==> src/rtl/uart_irq_pkg.sv <==
package uart_irq_pkg;
  localparam int SRC_N   = 7;
  localparam int SRC_RX  = 0;
  localparam int SRC_TX  = 1;
  localparam int SRC_TO  = 2;
  localparam int SRC_OVR = 3;
  localparam int SRC_BRK = 4;
  localparam int SRC_PAR = 5;
  localparam int SRC_FRM = 6;
  localparam int ERR_LO  = SRC_OVR;
  localparam int ERR_N   = 4;

  // Trigger fraction in eighths of the queue depth.
  function automatic int unsigned trig_eighths(input logic [2:0] sel);
    case (sel)
      3'd0:    return 1;
      3'd1:    return 2;
      3'd2:    return 4;
      3'd3:    return 6;
      default: return 7;
    endcase
  endfunction

  function automatic int unsigned trig_chars(input logic [2:0] sel, input int unsigned depth);
    return (depth * trig_eighths(sel)) / 8;
  endfunction
endpackage

==> src/rtl/irq_level_cmp.sv <==
module irq_level_cmp
  import uart_irq_pkg::*;
#(
  parameter int DEPTH = 16,
  localparam int LVL_W = $clog2(DEPTH + 1)
) (
  input  logic [LVL_W-1:0] rx_level,
  input  logic [LVL_W-1:0] tx_level,
  input  logic [2:0]       rx_trig_sel,
  input  logic [2:0]       tx_trig_sel,
  output logic             rx_hit,
  output logic             tx_hit,
  output logic             rx_lingering
);
  logic [LVL_W-1:0] rx_thr;
  logic [LVL_W-1:0] tx_thr;

  always_comb begin
    rx_thr       = LVL_W'(trig_chars(rx_trig_sel, DEPTH));
    tx_thr       = LVL_W'(trig_chars(tx_trig_sel, DEPTH));
    rx_hit       = (rx_level >= rx_thr);
    tx_hit       = (tx_level <= tx_thr);
    rx_lingering = (rx_level != '0) && (rx_level < rx_thr);
  end
endmodule

==> src/rtl/irq_rx_timeout.sv <==
module irq_rx_timeout #(
  parameter int TO_TICKS = 32,
  localparam int CNT_W = $clog2(TO_TICKS + 1)
) (
  input  logic clk,
  input  logic rst_n,
  input  logic restart,
  input  logic tick,
  input  logic arm,
  output logic expired
);
  logic [CNT_W-1:0] idle_cnt;
  logic             at_limit;

  assign at_limit = (idle_cnt == CNT_W'(TO_TICKS));

  always_ff @(posedge clk or negedge rst_n) begin
    if (!rst_n)
      idle_cnt <= '0;
    else if (restart)
      idle_cnt <= '0;
    else if (tick && !at_limit)
      idle_cnt <= idle_cnt + 1'b1;
  end

  assign expired = arm && at_limit;
endmodule

==> src/rtl/irq_err_latch.sv <==
module irq_err_latch #(
  parameter int N = 4
) (
  input  logic         clk,
  input  logic         rst_n,
  input  logic [N-1:0] set_pulse,
  input  logic [N-1:0] clr_pulse,
  output logic [N-1:0] flags
);
  for (genvar i = 0; i < N; i++) begin : g_bit
    always_ff @(posedge clk or negedge rst_n) begin
      if (!rst_n)
        flags[i] <= 1'b0;
      else
        flags[i] <= set_pulse[i] | (flags[i] & ~clr_pulse[i]);
    end
  end
endmodule

==> src/rtl/uart_irq_ctrl.sv <==
module uart_irq_ctrl
  import uart_irq_pkg::*;
#(
  parameter int DEPTH    = 16,
  parameter int TO_TICKS = 32,
  localparam int LVL_W = $clog2(DEPTH + 1)
) (
  input  logic             clk,
  input  logic             rst_n,
  input  logic [LVL_W-1:0] rx_level,
  input  logic [LVL_W-1:0] tx_level,
  input  logic [2:0]       rx_trig_sel,
  input  logic [2:0]       tx_trig_sel,
  input  logic             rx_push,
  input  logic             rx_pop,
  input  logic             baud_tick,
  input  logic             err_overrun,
  input  logic             err_break,
  input  logic             err_parity,
  input  logic             err_frame,
  input  logic [SRC_N-1:0] int_mask,
  input  logic             clr_wr,
  input  logic [SRC_N-1:0] clr_data,
  output logic [SRC_N-1:0] raw_status,
  output logic [SRC_N-1:0] masked_status,
  output logic             irq
);
  logic             rx_hit;
  logic             tx_hit;
  logic             rx_lingering;
  logic             to_restart;
  logic             to_expired;
  logic [ERR_N-1:0] err_set;
  logic [ERR_N-1:0] err_clr;
  logic [ERR_N-1:0] err_flags;

  irq_level_cmp #(.DEPTH(DEPTH)) u_cmp (
    .rx_level    (rx_level),
    .tx_level    (tx_level),
    .rx_trig_sel (rx_trig_sel),
    .tx_trig_sel (tx_trig_sel),
    .rx_hit      (rx_hit),
    .tx_hit      (tx_hit),
    .rx_lingering(rx_lingering)
  );

  assign to_restart = rx_push | rx_pop | (rx_level == '0);

  irq_rx_timeout #(.TO_TICKS(TO_TICKS)) u_to (
    .clk    (clk),
    .rst_n  (rst_n),
    .restart(to_restart),
    .tick   (baud_tick),
    .arm    (rx_lingering),
    .expired(to_expired)
  );

  assign err_set = {err_frame, err_parity, err_break, err_overrun};
  assign err_clr = clr_wr ? clr_data[ERR_LO +: ERR_N] : '0;

  irq_err_latch #(.N(ERR_N)) u_err (
    .clk      (clk),
    .rst_n    (rst_n),
    .set_pulse(err_set),
    .clr_pulse(err_clr),
    .flags    (err_flags)
  );

  always_comb begin
    raw_status                 = '0;
    raw_status[SRC_RX]         = rx_hit;
    raw_status[SRC_TX]         = tx_hit;
    raw_status[SRC_TO]         = to_expired;
    raw_status[ERR_LO +: ERR_N] = err_flags;
  end

  assign masked_status = raw_status & int_mask;
  assign irq           = |masked_status;
endmodule

==> config.mk <==
export PLATFORM = sky130hd
export DESIGN_NAME = uart_irq_ctrl
export DESIGN_NICKNAME = d
export VERILOG_FILES = /design/src/rtl/uart_irq_pkg.sv /design/src/rtl/irq_level_cmp.sv /design/src/rtl/irq_rx_timeout.sv /design/src/rtl/irq_err_latch.sv /design/src/rtl/uart_irq_ctrl.sv
export SDC_FILE = /design/constraint.sdc
export NUM_CORES = 1
export LEC_CHECK = 0
export ABC_CLOCK_PERIOD_IN_PS = 4500
export CAP_MARGIN = 10
export CORE_ASPECT_RATIO = 1.2
export CORE_UTILIZATION = 34
export DETAILED_ROUTE_END_ITERATION = 10
export PLACE_DENSITY = 0.78
export SYNTH_ARGS = -nofsm -noshare
export SYNTH_HDL_FRONTEND = slang
export SYNTH_SLANG_ARGS = --single-unit
==> constraint.sdc <==
create_clock -name clk -period 4.5 [get_ports clk]
set_input_delay 1.35 -clock clk [delete_from_list [all_inputs] [get_ports clk]]
set_output_delay 1.35 -clock clk [all_outputs]
set_load 0.02 [all_outputs]
Word level (Yosys, flattened, before mapping):

Index checks and enable logic that the tools add are counted.

* add/subtract/negate cells: 1
* multipliers: 0
* divide/modulo/power cells: 0
* $lt $le $gt $ge: 3
* eq/ne operators: 7
* shift-type cells: 0
* muxes and demuxes: 5
* bitwise gates (word level): 15
* reductions and logical operators: 10

Operator list (count)
* $pmux W3 S4: 2
* $eq A3 B2 Y1 const B: 4
* $mux W6: 2
* $and A7 B7 Y7: 1
* $reduce_or A7 Y1: 1
* $add A6 B1 Y6 const B: 1
* $eq A3 B1 Y1 const B: 2
* $eq A6 B6 Y1 const B: 1
* $logic_not A3 Y1: 2
* $or A1 B1 Y1: 6
* $ge A5 B4 Y1: 1
* $le A5 B4 Y1: 1
* $logic_not A5 Y1: 1
* $lt A5 B4 Y1: 1
* $reduce_bool A5 Y1: 1
* $and A1 B1 Y1: 4
* $mux W4: 1
* $not A1 Y1: 4
* $logic_and A1 B1 Y1: 3
* $reduce_bool A2 Y1: 1
* $logic_not A1 Y1: 1

* register bits: 10
* latch bits: 0
* memory bits (writable): 0
* bits in read-only memories: 0
* output and inout port bits: 15
* logic and storage cells: 46
* memories: 0

Depth between registers and ports, before layout:

* depth in word-level cells: 7
* gate-level depth with buffers: 6
* mapped depth without buffers: 6

Cells and area by module:

Synthesis repeated with hierarchy kept, for this count alone.

* cells, all modules: 99
* area total of the unflattened synthesis: 859.6 um^2

Modules (own cells, without submodules)
* irq_rx_timeout: times used 1, cells each 40, area each 390.4 um^2, seq. area each 150.1 um^2
* irq_level_cmp: times used 1, cells each 27, area each 186.4 um^2, seq. area each 0.0 um^2
* irq_err_latch: times used 1, cells each 12, area each 145.1 um^2, seq. area each 100.1 um^2
* uart_irq_ctrl: times used 1, cells each 20, area each 137.6 um^2, seq. area each 0.0 um^2

Least setup slack after synthesis:

OpenSTA, ideal clock, no wires.

* path type: input -> output
* start: input port rx_trig_sel[2]
* end: output port irq
* arrival: 3.057 ns
* path slack: 0.093 ns
* stages: 6
* path buffers: 0
* cell sequence: nor2_1 -> ha_1 -> nor2b_1 -> o21a_1 -> nor4_1 -> a211o_1

* word-level cells in the longest chain between the ends: 7
* elaborated cells between the ends (all ways): 11

RTL lines
* from (decl): RTL line uart_irq_ctrl.sv:12 `input logic [2:0] rx_trig_sel,`
* $eq A3 B2 Y1 (tied with other cells): RTL line uart_irq_pkg.sv:15 `case (sel)`
* $pmux W3 S4 (*): RTL line uart_irq_pkg.sv:15
* $lt A5 B4 Y1 (*): RTL line irq_level_cmp.sv:23 `rx_lingering = (rx_level != '0) && (rx_level < rx_thr);`
* $logic_and A1 B1 Y1 (*): RTL line irq_level_cmp.sv:23
* $logic_and A1 B1 Y1 (*): RTL line irq_rx_timeout.sv:26 `assign expired = arm && at_limit;`
* $and A7 B7 Y7 (*): RTL line uart_irq_ctrl.sv:77 `assign masked_status = raw_status & int_mask;`
* net masked_status[2]: RTL line uart_irq_ctrl.sv:25 `output logic [SRC_N-1:0] masked_status,`
* $reduce_or A7 Y1 (*): RTL line uart_irq_ctrl.sv:78 `assign irq = |masked_status;`
* to (decl): RTL line uart_irq_ctrl.sv:26 `output logic irq`

The timed path passes the listed nets; every way through them passes the cells marked *.

Worst setup path after layout:

* start: input port rx_trig_sel[2]
* end: output port irq

* word-level cells in the longest chain between the ends: 7
* elaborated cells between the ends (all ways): 11

RTL lines (RTL line)
* $eq A3 B2 Y1 (tied with other cells): uart_irq_pkg.sv:15
* $pmux W3 S4 (*): uart_irq_pkg.sv:15
* $lt A5 B4 Y1: irq_level_cmp.sv:23
* $logic_and A1 B1 Y1: irq_level_cmp.sv:23
* $logic_and A1 B1 Y1: irq_rx_timeout.sv:26
* $and A7 B7 Y7 (*): uart_irq_ctrl.sv:77
* $reduce_or A7 Y1 (*): uart_irq_ctrl.sv:78

Every way passes the cells marked *; elsewhere a longest branch is shown, timed or not.

==> flow_metrics.env <==
export IMPL_async_flop_share_pct=100
export IMPL_fin_crit_sh_pct=98.7
export IMPL_clock_skew_ns=0.00136
export IMPL_maxCapViolCount=0
export IMPL_dp_final_hpwl_um=1760
export IMPL_power_density_nw_per_um2=191
export IMPL_htreeDepth=1
export IMPL_ys_warn_count=0
export IMPL_cp_common_cell="a211o_1"
export IMPL_yosys_top_cells_count="nor2_1, dfrtp_1, ha_1"
export IMPL_wl_per_cell_um=11.2
export IMPL_yosysMostFrequentCell="nor2_1"
export IMPL_initial_core_util_pct=37.4
export IMPL_syn_area_um2=791
export IMPL_final_area_um2=1440
export IMPL_grt_overflow=0
export IMPL_cts_tree="built"
export IMPL_crit_path_max_incr_delay_ns=0.29
export IMPL_ys_types=31
export IMPL_clock_path_buffers=2
export IMPL_std_cell_rows=18
export IMPL_cts_hold_buf=0
export IMPL_p_leak_nw=0.684
export IMPL_synth_area_top_cells="dfrtp_1, ha_1, nor2_1"
export IMPL_antenna_found_initial=0
export IMPL_synth_compound_area_share_pct=15.0
export IMPL_synth_edff_count=0
export IMPL_setup_violations=0
export IMPL_coreArea_um2=2120
export IMPL_die_w_um=46.0
export IMPL_synth_seq_area_share_pct=31.6
export IMPL_ant_nets=0
export IMPL_synthFlopType="dfrtp_1"
export IMPL_vias=853
export IMPL_critPathRequiredTime_ns=3.15
export IMPL_slowest_stage="ha_2"
export IMPL_setup_slack_ns=0.0600
export IMPL_syn_to_final_growth_pct=82.6
export IMPL_synth_seq_cells=10
export IMPL_grt_pass1_vias=877
export IMPL_final_max_slew_violation_count=0
export IMPL_worst_pin_slew_ns=0.402
export IMPL_crit_fanout=3
export IMPL_cp_top_family="compound AO/OA/AOI/OAI gates"
export IMPL_max_clock_freq_ghz=0.225
export IMPL_synthXorXnorAreaFrac_pct=4.43
export IMPL_synth_top_family_by_area="simple AND/OR/NAND/NOR gates"
export IMPL_path_buf_inv=2
export IMPL_diodes=0
export IMPL_wl_um=2050
export IMPL_fillers=187
export IMPL_cts_root_buf="clkbuf_4"
export IMPL_grt_max_degree=11
export IMPL_track_usage_pct=18.8
export IMPL_drive_gt1_share_pct=18.4
export IMPL_clock_latency_ns=0.26
export IMPL_status="finished, final reports clean"
export IMPL_syn_nets=140
export IMPL_peakVddDrop_mv=0.236
export IMPL_synthMuxAreaShare_pct=1.27
export IMPL_relSlewSlack_pct=73.1
export IMPL_min_path_type="flop to flop"
export IMPL_die_area_um2=2520
export IMPL_placed_area_um2=1370
export IMPL_place_ws_ns=-0.599
export IMPL_die_y_um=54.8
export IMPL_fin_crit_ns=4.44
export IMPL_portBuffers=51
export IMPL_avgSynthCellArea_um2=8.60
export IMPL_cts_buffers=3
export IMPL_top_level_ports=55
export IMPL_path_class="input port to output port"
export IMPL_synthSimpleGateAreaFrac_pct=28.6
export IMPL_cp_arrival_ns=3.09
export IMPL_synthAdderAreaFrac_pct=12.7
export IMPL_end_kind="output port"
export IMPL_via_per_inst=4.69
export IMPL_drc=0
export IMPL_layout_cells_non_filler=182
export IMPL_cts_sinks=10
export IMPL_postSynthCellCount=92
export IMPL_hold_viol=0
export IMPL_synth_area_leader_cell="dfrtp_1"
export IMPL_rsz0062_at_grt="no"
export IMPL_finalNetCount=201
export IMPL_start_kind="input port"
export IMPL_synth_top_area_share_pct=31.6
export IMPL_cts_reportedPaths_clkPinSlew_ns=0.06
export IMPL_grt_pass1_wl_um=3420
export IMPL_crit_path_cell_trace="dlygate4sd2_1 -> nor2_1 -> ha_2 -> a211o_1 -> a211o_1 -> a21o_1 -> a211o_1 -> buf_6"
export IMPL_dp_cells=177
export IMPL_firstDrtPassIters=2
export IMPL_drtIter0Drc=5
export IMPL_gp_congestion=0.764
[worst reg2reg max path, cell delays in order (launching register included)]
cell     delay [ns]
dfrtp_1        0.40
inv_1          0.06
ha_1           0.20
a31oi_1        0.26
mux2i_1        0.23
nor2_1         0.05
[registers in the layout, indices dropped and copies added, names as in the netlist]
register       cells
u_err.flags        4
u_to.idle_cnt      6
[timing repair]
| action | in CTS | in global routing |
|---|---|---|
| gates resized for setup | 28 | 16 |
| buffers inserted | 1 | 0 |
| endpoints found under the setup margin | 7 | 7 |
| pin swaps | 4 | 8 |
| hold endpoints to repair | 0 | 0 |
[through the flow]
| stage | hold WS [ns] | utilization (%) | TNS, ns | power [W] |
|---|---|---|---|---|
| floorplan | 0.497 | - | 0 | 0.000138 |
| global placement | 0.499 | 64.8 | -2.71 | 0.000198 |
| detailed placement | 0.501 | 64.8 | -2.82 | 0.000199 |
| CTS | 0.520 | 66.6 | -0.134 | 0.000280 |
| global route | 0.540 | 68.2 | 0 | 0.000294 |
| finish | 0.513 | 68.2 | 0 | 0.000276 |
[cell usage in the layout, fill, tap and decap left out, types with 2 or more instances in the layout]
cell | synthesis | final
dlygate4sd2_1 | 0 | 2
o21bai_1 | 2 | 2
and2_1 | 7 | 7
buf_4 | 3 | 12
nor2_1 | 15 | 14
a21o_1 | 4 | 4
a211o_1 | 3 | 3
nand2_1 | 6 | 6
clkbuf_4 | 0 | 3
nor2b_1 | 2 | 2
ha_1 | 8 | 6
ha_2 | 0 | 2
dlymetal6s2s_1 | 0 | 5
nand3_1 | 3 | 3
inv_1 | 6 | 6
clkdlybuf4s50_1 | 0 | 38
xor2_1 | 3 | 3
dfrtp_1 | 10 | 10
[where the power goes]
part / switching [W] / internal, W
Combinational: 0.0000407 / 0.0000620
Sequential: 0.00000275 / 0.0000929
Clock: 0.0000286 / 0.0000490
Total: 0.0000721 / 0.000204
[path summary, 6_finish.rpt]
kind | from | to | slack (ns) | cells after the start
setup / recovery | rx_trig_sel[2] | irq | 0.06 | 8
hold / removal | u_err.flags[2] | u_err.flags[2] | 0.51 | 1
setup reg to reg | u_to.idle_cnt[0] | u_to.idle_cnt[1] | 3.18 | 5
hold reg to reg | u_err.flags[2] | u_err.flags[2] | 0.51 | 1
max in group asynchronous | rst_n | u_to.idle_cnt[3] | 2.84 | 1
min in group asynchronous | rst_n | u_err.flags[2] | 1.38 | 1
[logic make-up (layout without fill, tap and decap cells)]
| family | count (synthesis) | in the layout |
|---|---|---|
| compound gates | 16 | 16 |
| xor+xnor | 4 | 4 |
| fa+ha+maj | 8 | 8 |
| buf+inv | 10 | 70 |
| flops | 10 | 10 |
| mux | 1 | 1 |
| simple gates | 43 | 43 |
[routing by layer]
layer / up-vias / track usage [%] / routed length (um)
met3: 2 / 3.30 / 110
met1: 385 / 18.6 / 741
li1: 437 / - / -
met5: - / 0 / 0
met4: 0 / 5.88 / 4
met2: 29 / 38.0 / 1190
[layout make-up]
| type | instances | area [um2] | area share, % |
|---|---|---|---|
| Timing Repair Buffer | 60 | 572 | 39.6 |
| Multi-Input combinational cell | 72 | 526 | 36.4 |
| Sequential cell | 10 | 250 | 17.3 |
| Tap cell | 30 | 37.5 | 2.60 |
| Clock buffer | 4 | 36.3 | 2.51 |
| Inverter | 6 | 22.5 | 1.56 |
(Power assumes the default switching activity.)
